[src/rtl/wbp_pkg.sv]
`timescale 1ns/1ps
package wbp_pkg;

  localparam int unsigned BYTES_PER_WORD = 3;

  typedef enum logic [2:0] {
    O_IDLE = 3'd0,
    O_READ = 3'd1,
    O_PKT1 = 3'd2,
    O_PKT2 = 3'd3,
    O_PKT3 = 3'd4
  } out_state_t;

  typedef enum logic [2:0] {
    I_IDLE  = 3'd0,
    I_PREP  = 3'd1,
    I_RD1   = 3'd2,
    I_RD2   = 3'd3,
    I_RD3   = 3'd4,
    I_REASM = 3'd5,
    I_WRITE = 3'd6
  } in_state_t;

endpackage

[src/rtl/wbp_rst_sync.sv]
`timescale 1ns/1ps
module wbp_rst_sync #(
  parameter int unsigned STAGES = 2
) (
  input  logic clk,
  input  logic arst_n,
  output logic rst_n
);

  logic [STAGES-1:0] sync_q;

  always_ff @(posedge clk or negedge arst_n) begin
    if (!arst_n) begin
      sync_q <= '0;
    end else begin
      sync_q <= {sync_q[STAGES-2:0], 1'b1};
    end
  end

  assign rst_n = sync_q[STAGES-1];

endmodule

[src/rtl/wbp_split.sv]
`timescale 1ns/1ps
module wbp_split
  import wbp_pkg::*;
#(
  parameter int unsigned BYTE_W = 8,
  parameter int unsigned FREE_W = 8
) (
  input  logic                clk,
  input  logic                rst_n,
  input  logic                src_empty,
  input  logic [BYTE_W*BYTES_PER_WORD-1:0] src_data,
  output logic                src_rd_en,
  input  logic [FREE_W-1:0]   tx_free,
  input  logic                tx_full,
  output logic                tx_wr_en,
  output logic [BYTE_W-1:0]   tx_data
);

  localparam int unsigned WORD_W = BYTE_W * BYTES_PER_WORD;
  localparam int unsigned IDX_W  = $clog2(BYTES_PER_WORD);
  localparam logic [FREE_W-1:0] ROOM_NEEDED = FREE_W'(BYTES_PER_WORD);

  out_state_t          state_q, state_d;
  logic [WORD_W-1:0]   word_q;
  logic                word_ld;
  logic [IDX_W-1:0]    lane_idx;
  logic [BYTE_W-1:0]   lane [BYTES_PER_WORD];

  // lane 0 is the most significant byte and leaves first
  for (genvar g = 0; g < BYTES_PER_WORD; g++) begin : g_lane
    assign lane[g] = word_q[WORD_W-1-g*BYTE_W -: BYTE_W];
  end

  always_comb begin
    state_d   = state_q;
    src_rd_en = 1'b0;
    tx_wr_en  = 1'b0;
    lane_idx  = '0;
    unique case (state_q)
      O_IDLE: begin
        if (!src_empty && (tx_free >= ROOM_NEEDED)) state_d = O_READ;
      end
      O_READ: begin
        src_rd_en = 1'b1;
        state_d   = O_PKT1;
      end
      O_PKT1: begin
        lane_idx = IDX_W'(0);
        if (!tx_full) begin
          tx_wr_en = 1'b1;
          state_d  = O_PKT2;
        end
      end
      O_PKT2: begin
        lane_idx = IDX_W'(1);
        if (!tx_full) begin
          tx_wr_en = 1'b1;
          state_d  = O_PKT3;
        end
      end
      O_PKT3: begin
        lane_idx = IDX_W'(2);
        if (!tx_full) begin
          tx_wr_en = 1'b1;
          state_d  = O_IDLE;
        end
      end
      default: state_d = O_IDLE;
    endcase
  end

  assign word_ld = src_rd_en;
  assign tx_data = tx_wr_en ? lane[lane_idx] : '0;

  always_ff @(posedge clk or negedge rst_n) begin
    if (!rst_n) begin
      state_q <= O_IDLE;
    end else begin
      state_q <= state_d;
    end
  end

  always_ff @(posedge clk or negedge rst_n) begin
    if (!rst_n) begin
      word_q <= '0;
    end else if (word_ld) begin
      word_q <= src_data;
    end
  end

endmodule

[src/rtl/wbp_join.sv]
`timescale 1ns/1ps
module wbp_join
  import wbp_pkg::*;
#(
  parameter int unsigned BYTE_W = 8
) (
  input  logic                clk,
  input  logic                rst_n,
  input  logic                rx_empty,
  input  logic [BYTE_W-1:0]   rx_data,
  output logic                rx_rd_en,
  input  logic                daq_full,
  output logic                daq_wr_en,
  output logic [BYTE_W*BYTES_PER_WORD-1:0] daq_data
);

  localparam int unsigned WORD_W = BYTE_W * BYTES_PER_WORD;
  localparam int unsigned IDX_W  = $clog2(BYTES_PER_WORD);

  in_state_t            state_q, state_d;
  logic [IDX_W-1:0]     slot_idx;
  logic [BYTE_W-1:0]    byte_q [BYTES_PER_WORD];
  logic [WORD_W-1:0]    word_d, word_q;
  logic                 word_ld;

  always_comb begin
    state_d   = state_q;
    rx_rd_en  = 1'b0;
    daq_wr_en = 1'b0;
    word_ld   = 1'b0;
    slot_idx  = '0;
    unique case (state_q)
      I_IDLE: begin
        if (!rx_empty) state_d = I_PREP;
      end
      I_PREP: begin
        state_d = I_RD1;
      end
      I_RD1: begin
        slot_idx = IDX_W'(0);
        if (!rx_empty) begin
          rx_rd_en = 1'b1;
          state_d  = I_RD2;
        end
      end
      I_RD2: begin
        slot_idx = IDX_W'(1);
        if (!rx_empty) begin
          rx_rd_en = 1'b1;
          state_d  = I_RD3;
        end
      end
      I_RD3: begin
        slot_idx = IDX_W'(2);
        if (!rx_empty) begin
          rx_rd_en = 1'b1;
          state_d  = I_REASM;
        end
      end
      I_REASM: begin
        word_ld = 1'b1;
        state_d = I_WRITE;
      end
      I_WRITE: begin
        if (!daq_full) begin
          daq_wr_en = 1'b1;
          state_d   = I_IDLE;
        end
      end
      default: state_d = I_IDLE;
    endcase
  end

  // one holding register per byte slot; slot 0 lands in the top bits
  for (genvar g = 0; g < BYTES_PER_WORD; g++) begin : g_slot
    logic slot_ld;
    assign slot_ld = rx_rd_en && (slot_idx == IDX_W'(g));

    always_ff @(posedge clk or negedge rst_n) begin
      if (!rst_n) begin
        byte_q[g] <= '0;
      end else if (slot_ld) begin
        byte_q[g] <= rx_data;
      end
    end

    assign word_d[WORD_W-1-g*BYTE_W -: BYTE_W] = byte_q[g];
  end

  always_ff @(posedge clk or negedge rst_n) begin
    if (!rst_n) begin
      state_q <= I_IDLE;
    end else begin
      state_q <= state_d;
    end
  end

  always_ff @(posedge clk or negedge rst_n) begin
    if (!rst_n) begin
      word_q <= '0;
    end else if (word_ld) begin
      word_q <= word_d;
    end
  end

  assign daq_data = daq_wr_en ? word_q : '0;

endmodule

[src/rtl/word_byte_packer.sv]
`timescale 1ns/1ps
module word_byte_packer
  import wbp_pkg::*;
#(
  parameter int unsigned BYTE_W      = 8,
  parameter int unsigned FREE_W      = 8,
  parameter int unsigned SYNC_STAGES = 2
) (
  input  logic                clk,
  input  logic                arst_n,
  input  logic                src_empty,
  input  logic [BYTE_W*BYTES_PER_WORD-1:0] src_data,
  output logic                src_rd_en,
  input  logic [FREE_W-1:0]   tx_free,
  input  logic                tx_full,
  output logic                tx_wr_en,
  output logic [BYTE_W-1:0]   tx_data,
  input  logic                rx_empty,
  input  logic [BYTE_W-1:0]   rx_data,
  output logic                rx_rd_en,
  input  logic                daq_full,
  output logic                daq_wr_en,
  output logic [BYTE_W*BYTES_PER_WORD-1:0] daq_data
);

  logic rst_n;

  wbp_rst_sync #(
    .STAGES (SYNC_STAGES)
  ) u_rst_sync (
    .clk    (clk),
    .arst_n (arst_n),
    .rst_n  (rst_n)
  );

  wbp_split #(
    .BYTE_W (BYTE_W),
    .FREE_W (FREE_W)
  ) u_split (
    .clk       (clk),
    .rst_n     (rst_n),
    .src_empty (src_empty),
    .src_data  (src_data),
    .src_rd_en (src_rd_en),
    .tx_free   (tx_free),
    .tx_full   (tx_full),
    .tx_wr_en  (tx_wr_en),
    .tx_data   (tx_data)
  );

  wbp_join #(
    .BYTE_W (BYTE_W)
  ) u_join (
    .clk       (clk),
    .rst_n     (rst_n),
    .rx_empty  (rx_empty),
    .rx_data   (rx_data),
    .rx_rd_en  (rx_rd_en),
    .daq_full  (daq_full),
    .daq_wr_en (daq_wr_en),
    .daq_data  (daq_data)
  );

endmodule

[config.mk]
export PLATFORM = sky130hd
export DESIGN_NAME = word_byte_packer
export DESIGN_NICKNAME = d
export VERILOG_FILES = /design/src/rtl/wbp_pkg.sv /design/src/rtl/wbp_rst_sync.sv /design/src/rtl/wbp_split.sv /design/src/rtl/wbp_join.sv /design/src/rtl/word_byte_packer.sv
export SDC_FILE = /design/constraint.sdc
export NUM_CORES = 1
export LEC_CHECK = 0
export CAP_MARGIN = 20
export CELL_PAD_IN_SITES_DETAIL_PLACEMENT = 1
export CELL_PAD_IN_SITES_GLOBAL_PLACEMENT = 1
export CORE_UTILIZATION = 57
export CTS_BUF_LIST = sky130_fd_sc_hd__clkbuf_8
export DETAILED_ROUTE_END_ITERATION = 8
export DONT_BUFFER_PORTS = 1
export GPL_TIMING_DRIVEN = 1
export PLACE_DENSITY = 0.95
export SLEW_MARGIN = 5
export SYNTH_ARGS = -nofsm -noshare
export SYNTH_HDL_FRONTEND = slang
export SYNTH_HIERARCHICAL = 1
export SYNTH_SLANG_ARGS = --single-unit
[constraint.sdc]
create_clock -name clk -period 4.4 [get_ports clk]
set_input_delay 0.88 -clock clk [delete_from_list [all_inputs] [get_ports clk]]
set_output_delay 0.88 -clock clk [all_outputs]
set_load 0.005 [all_outputs]
==> impl_metrics.tcl <==
set metrics [dict create \
    fin_area_um2 3760 \
    drc_errors 0 \
    cts.htree.levels 3 \
    cts_resized 0 \
    drive_gt1_share_pct 31.8 \
    yosysTopAreaCell "dfrtp_1" \
    postCtsSetupBuffers 0 \
    tightest_slew_ns 0.980 \
    async_flop_share_pct 100 \
    vias_per_cell 5.81 \
    p_per_area_nw_per_um2 684 \
    dpl_cell_area_um2 3580 \
    num_io_pins 82 \
    path_delay_family "compound AO/OA/AOI/OAI gates" \
    ir_drop_mv 0.371 \
    cpMaxStageDelayCell "or3b_1" \
    diodes 0 \
    synth_edf_count 0 \
    overflow 0 \
    syn_area_um2 3550 \
    synth_cell_types 37 \
    dpl.hpwl_um 4910 \
    numClockSinks 80 \
    firstDrtPassIters 4 \
    grt_setup_unrepaired "no" \
    cp-end-kind "output pin" \
    hold_class "in -> async" \
    worst-path-buf-inv 0 \
    initial_core_util_pct 59.6 \
    critical-path-max-stage-delay_ns 0.68 \
    grt_pass1_wl_um 10800 \
    power_uw 2570 \
    fmax_mhz 326 \
    ant_nets 0 \
    synth.area.top_cells "dfrtp_1 56%, mux2_2 15%, mux2_1 7.6%" \
    fin_crit_ns 3.06 \
    final-setup-viol-count 0 \
    syn_area_per_cell_um2 14.0 \
    power.leakage_uw 0.00168 \
    start_kind "flop" \
    postCtsHoldBufs 0 \
    cts_tree "built" \
    root_buffer "clkbuf_8" \
    grt_antenna_before_repair 0 \
    skew_ns 0.0102 \
    cp_cell_sequence "or3b_1, a21o_1, a211oi_2" \
    m1WireLength_um 3030 \
    finalSetupTns_ns 0 \
    finalHoldViolations 0 \
    path_class "reg -> out" \
    nNetsFinal 299 \
    synth_top_flop_cell "dfrtp_1" \
    grt_util_all_layers_pct 22.9 \
    synth.top_cell.area_share_pct 56.4 \
    clk_latency_ns 0.33 \
    grt_pass1_vias 2052 \
    max-cap-violations 0 \
    grt_max_degree 79 \
    port_buffers 0 \
    required_ns 3.52 \
    yosysWarnings 6 \
    cts_buffers 9 \
    slew_headroom_pct 34.7 \
    die_h_um 80.9 \
    max-clock-path-buffers 2 \
    status "finished clean" \
    core_um2 5960 \
    path_max_fanout 17 \
    wl_met3_um 253 \
    finalCritPeriodShare_pct 69.6 \
    drt_iter0_markers 82 \
    routed_wl_um 6970 \
    vias 1934 \
    whs_ns 0.235 \
    syn-instance-count 253 \
    synth-seq-cells 80 \
    arrival_ns 2.18 \
    core.rowCount 28 \
    die_x_um 80.9 \
    clk_pin_slew_ns 0.07 \
    die_area_um2 6550 \
    synth-seq-area-share_pct 56.4 \
    routed.top_layer "met4" \
    fillers 574 \
    wl_met2_um 3600 \
    drv_slew 0 \
    wire_per_inst_um 20.9 \
    syn_nets 299 \
    area_growth_pct 5.92 \
    gp_congestion 0.697 \
]
cell type report:
cell class	count	area, um2	share of cell area [%]
flip-flops and latches	80	2010	53.3
multi-input cells	156	1440	38.4
clock buffers	12	165	4.39
well taps	75	93.8	2.50
repair buffers	3	22.5	0.599
clock inverters	4	18.8	0.499
inverters	3	11.3	0.299
path summary, 6_finish.rpt:
kind | to | slack [ns] | depth (start not counted) | from
min in group clk | u_rst_sync/sync_q[1] | 0.36 | 0 | u_rst_sync/sync_q[0]
min | u_rst_sync/sync_q[1] | 0.24 | 0 | arst_n
min reg2reg | u_rst_sync/sync_q[1] | 0.36 | 0 | u_rst_sync/sync_q[0]
max reg2reg | u_join/byte_q[14] | 2.59 | 2 | u_join/state_q[0]
max in group asynchronous | u_join/byte_q[23] | 3.28 | 0 | u_rst_sync/sync_q[1]
max | tx_data[7] | 1.34 | 3 | u_split/state_q[1]
report_power, final:
group / internal (uW) / total [uW] / switching, uW
combinational: 418 / 748 / 330
clock: 247 / 492 / 245
sequential: 1090 / 1330 / 247
total: 1750 / 2570 / 822
cells by family (layout without fill, tap and decap cells):
kind of cell | count (synthesis) | count (layout) | synth area share, %
mux | 81 | 81 | 25.4
flops | 80 | 80 | 56.4
simple gates | 55 | 55 | 10.1
compound gates | 19 | 19 | 5.04
buf+inv | 17 | 22 | 3.03
other cells | 1 | 1 | 0.106
per-layer routing:
layer  track usage [%]  vias to the layer above
li1                  -                      884
met1              28.7                      994
met2              39.1                       49
met3              3.82                        7
met4              9.82                        0
met5                 0                        -
per-stage QoR:
| step | setup WS, ns | std cells | util, % |
|---|---|---|---|
| after global placement | 1.74 | 317 | 60.1 |
| after detailed placement | 1.68 | 317 | 60.1 |
| after global routing | 1.23 | 333 | 63.2 |
| final | 1.34 | 333 | 63.2 |
| after floorplan | 2.01 | 253 | - |
| after CTS | 1.32 | 333 | 63.2 |
registers in the layout (all words and copies together), names as in the netlist:
signal / count
u_split/state_q: 3
u_join/byte_q: 24
u_join/state_q: 3
u_rst_sync/sync_q: 2
u_join/word_q: 24
u_split/lane: 24
synthesized netlist by cell type, drive strengths merged (2+ instances only):
library cell and n:
dfrtp 80, mux2 72, and2 24, buf 11, nor2 11, a211oi 9
mux2i 9, nand2 4, clkbuf 3, inv 3, nor2b 3, nor3 3
a21o 2, a21oi 2, nand2b 2, nand3b 2, nor4 2, o21ai 2
layout by cell type, fill, tap and decap left out, types with 2 or more instances in the layout:
cell type,Yosys,layout
a211oi_2,8,8
a21oi_1,2,2
o21ai_0,2,2
inv_1,2,3
dfrtp_1,80,79
and2_1,24,24
nand2_1,4,4
nor2b_1,3,2
mux2i_1,9,9
nand3b_1,2,2
clkinv_2,0,3
mux2_2,48,48
mux2_1,24,24
buf_4,4,3
a21o_1,2,2
nor2_1,11,11
clkbuf_8,0,12
Note: power is estimated with default switching activity, not from simulation.
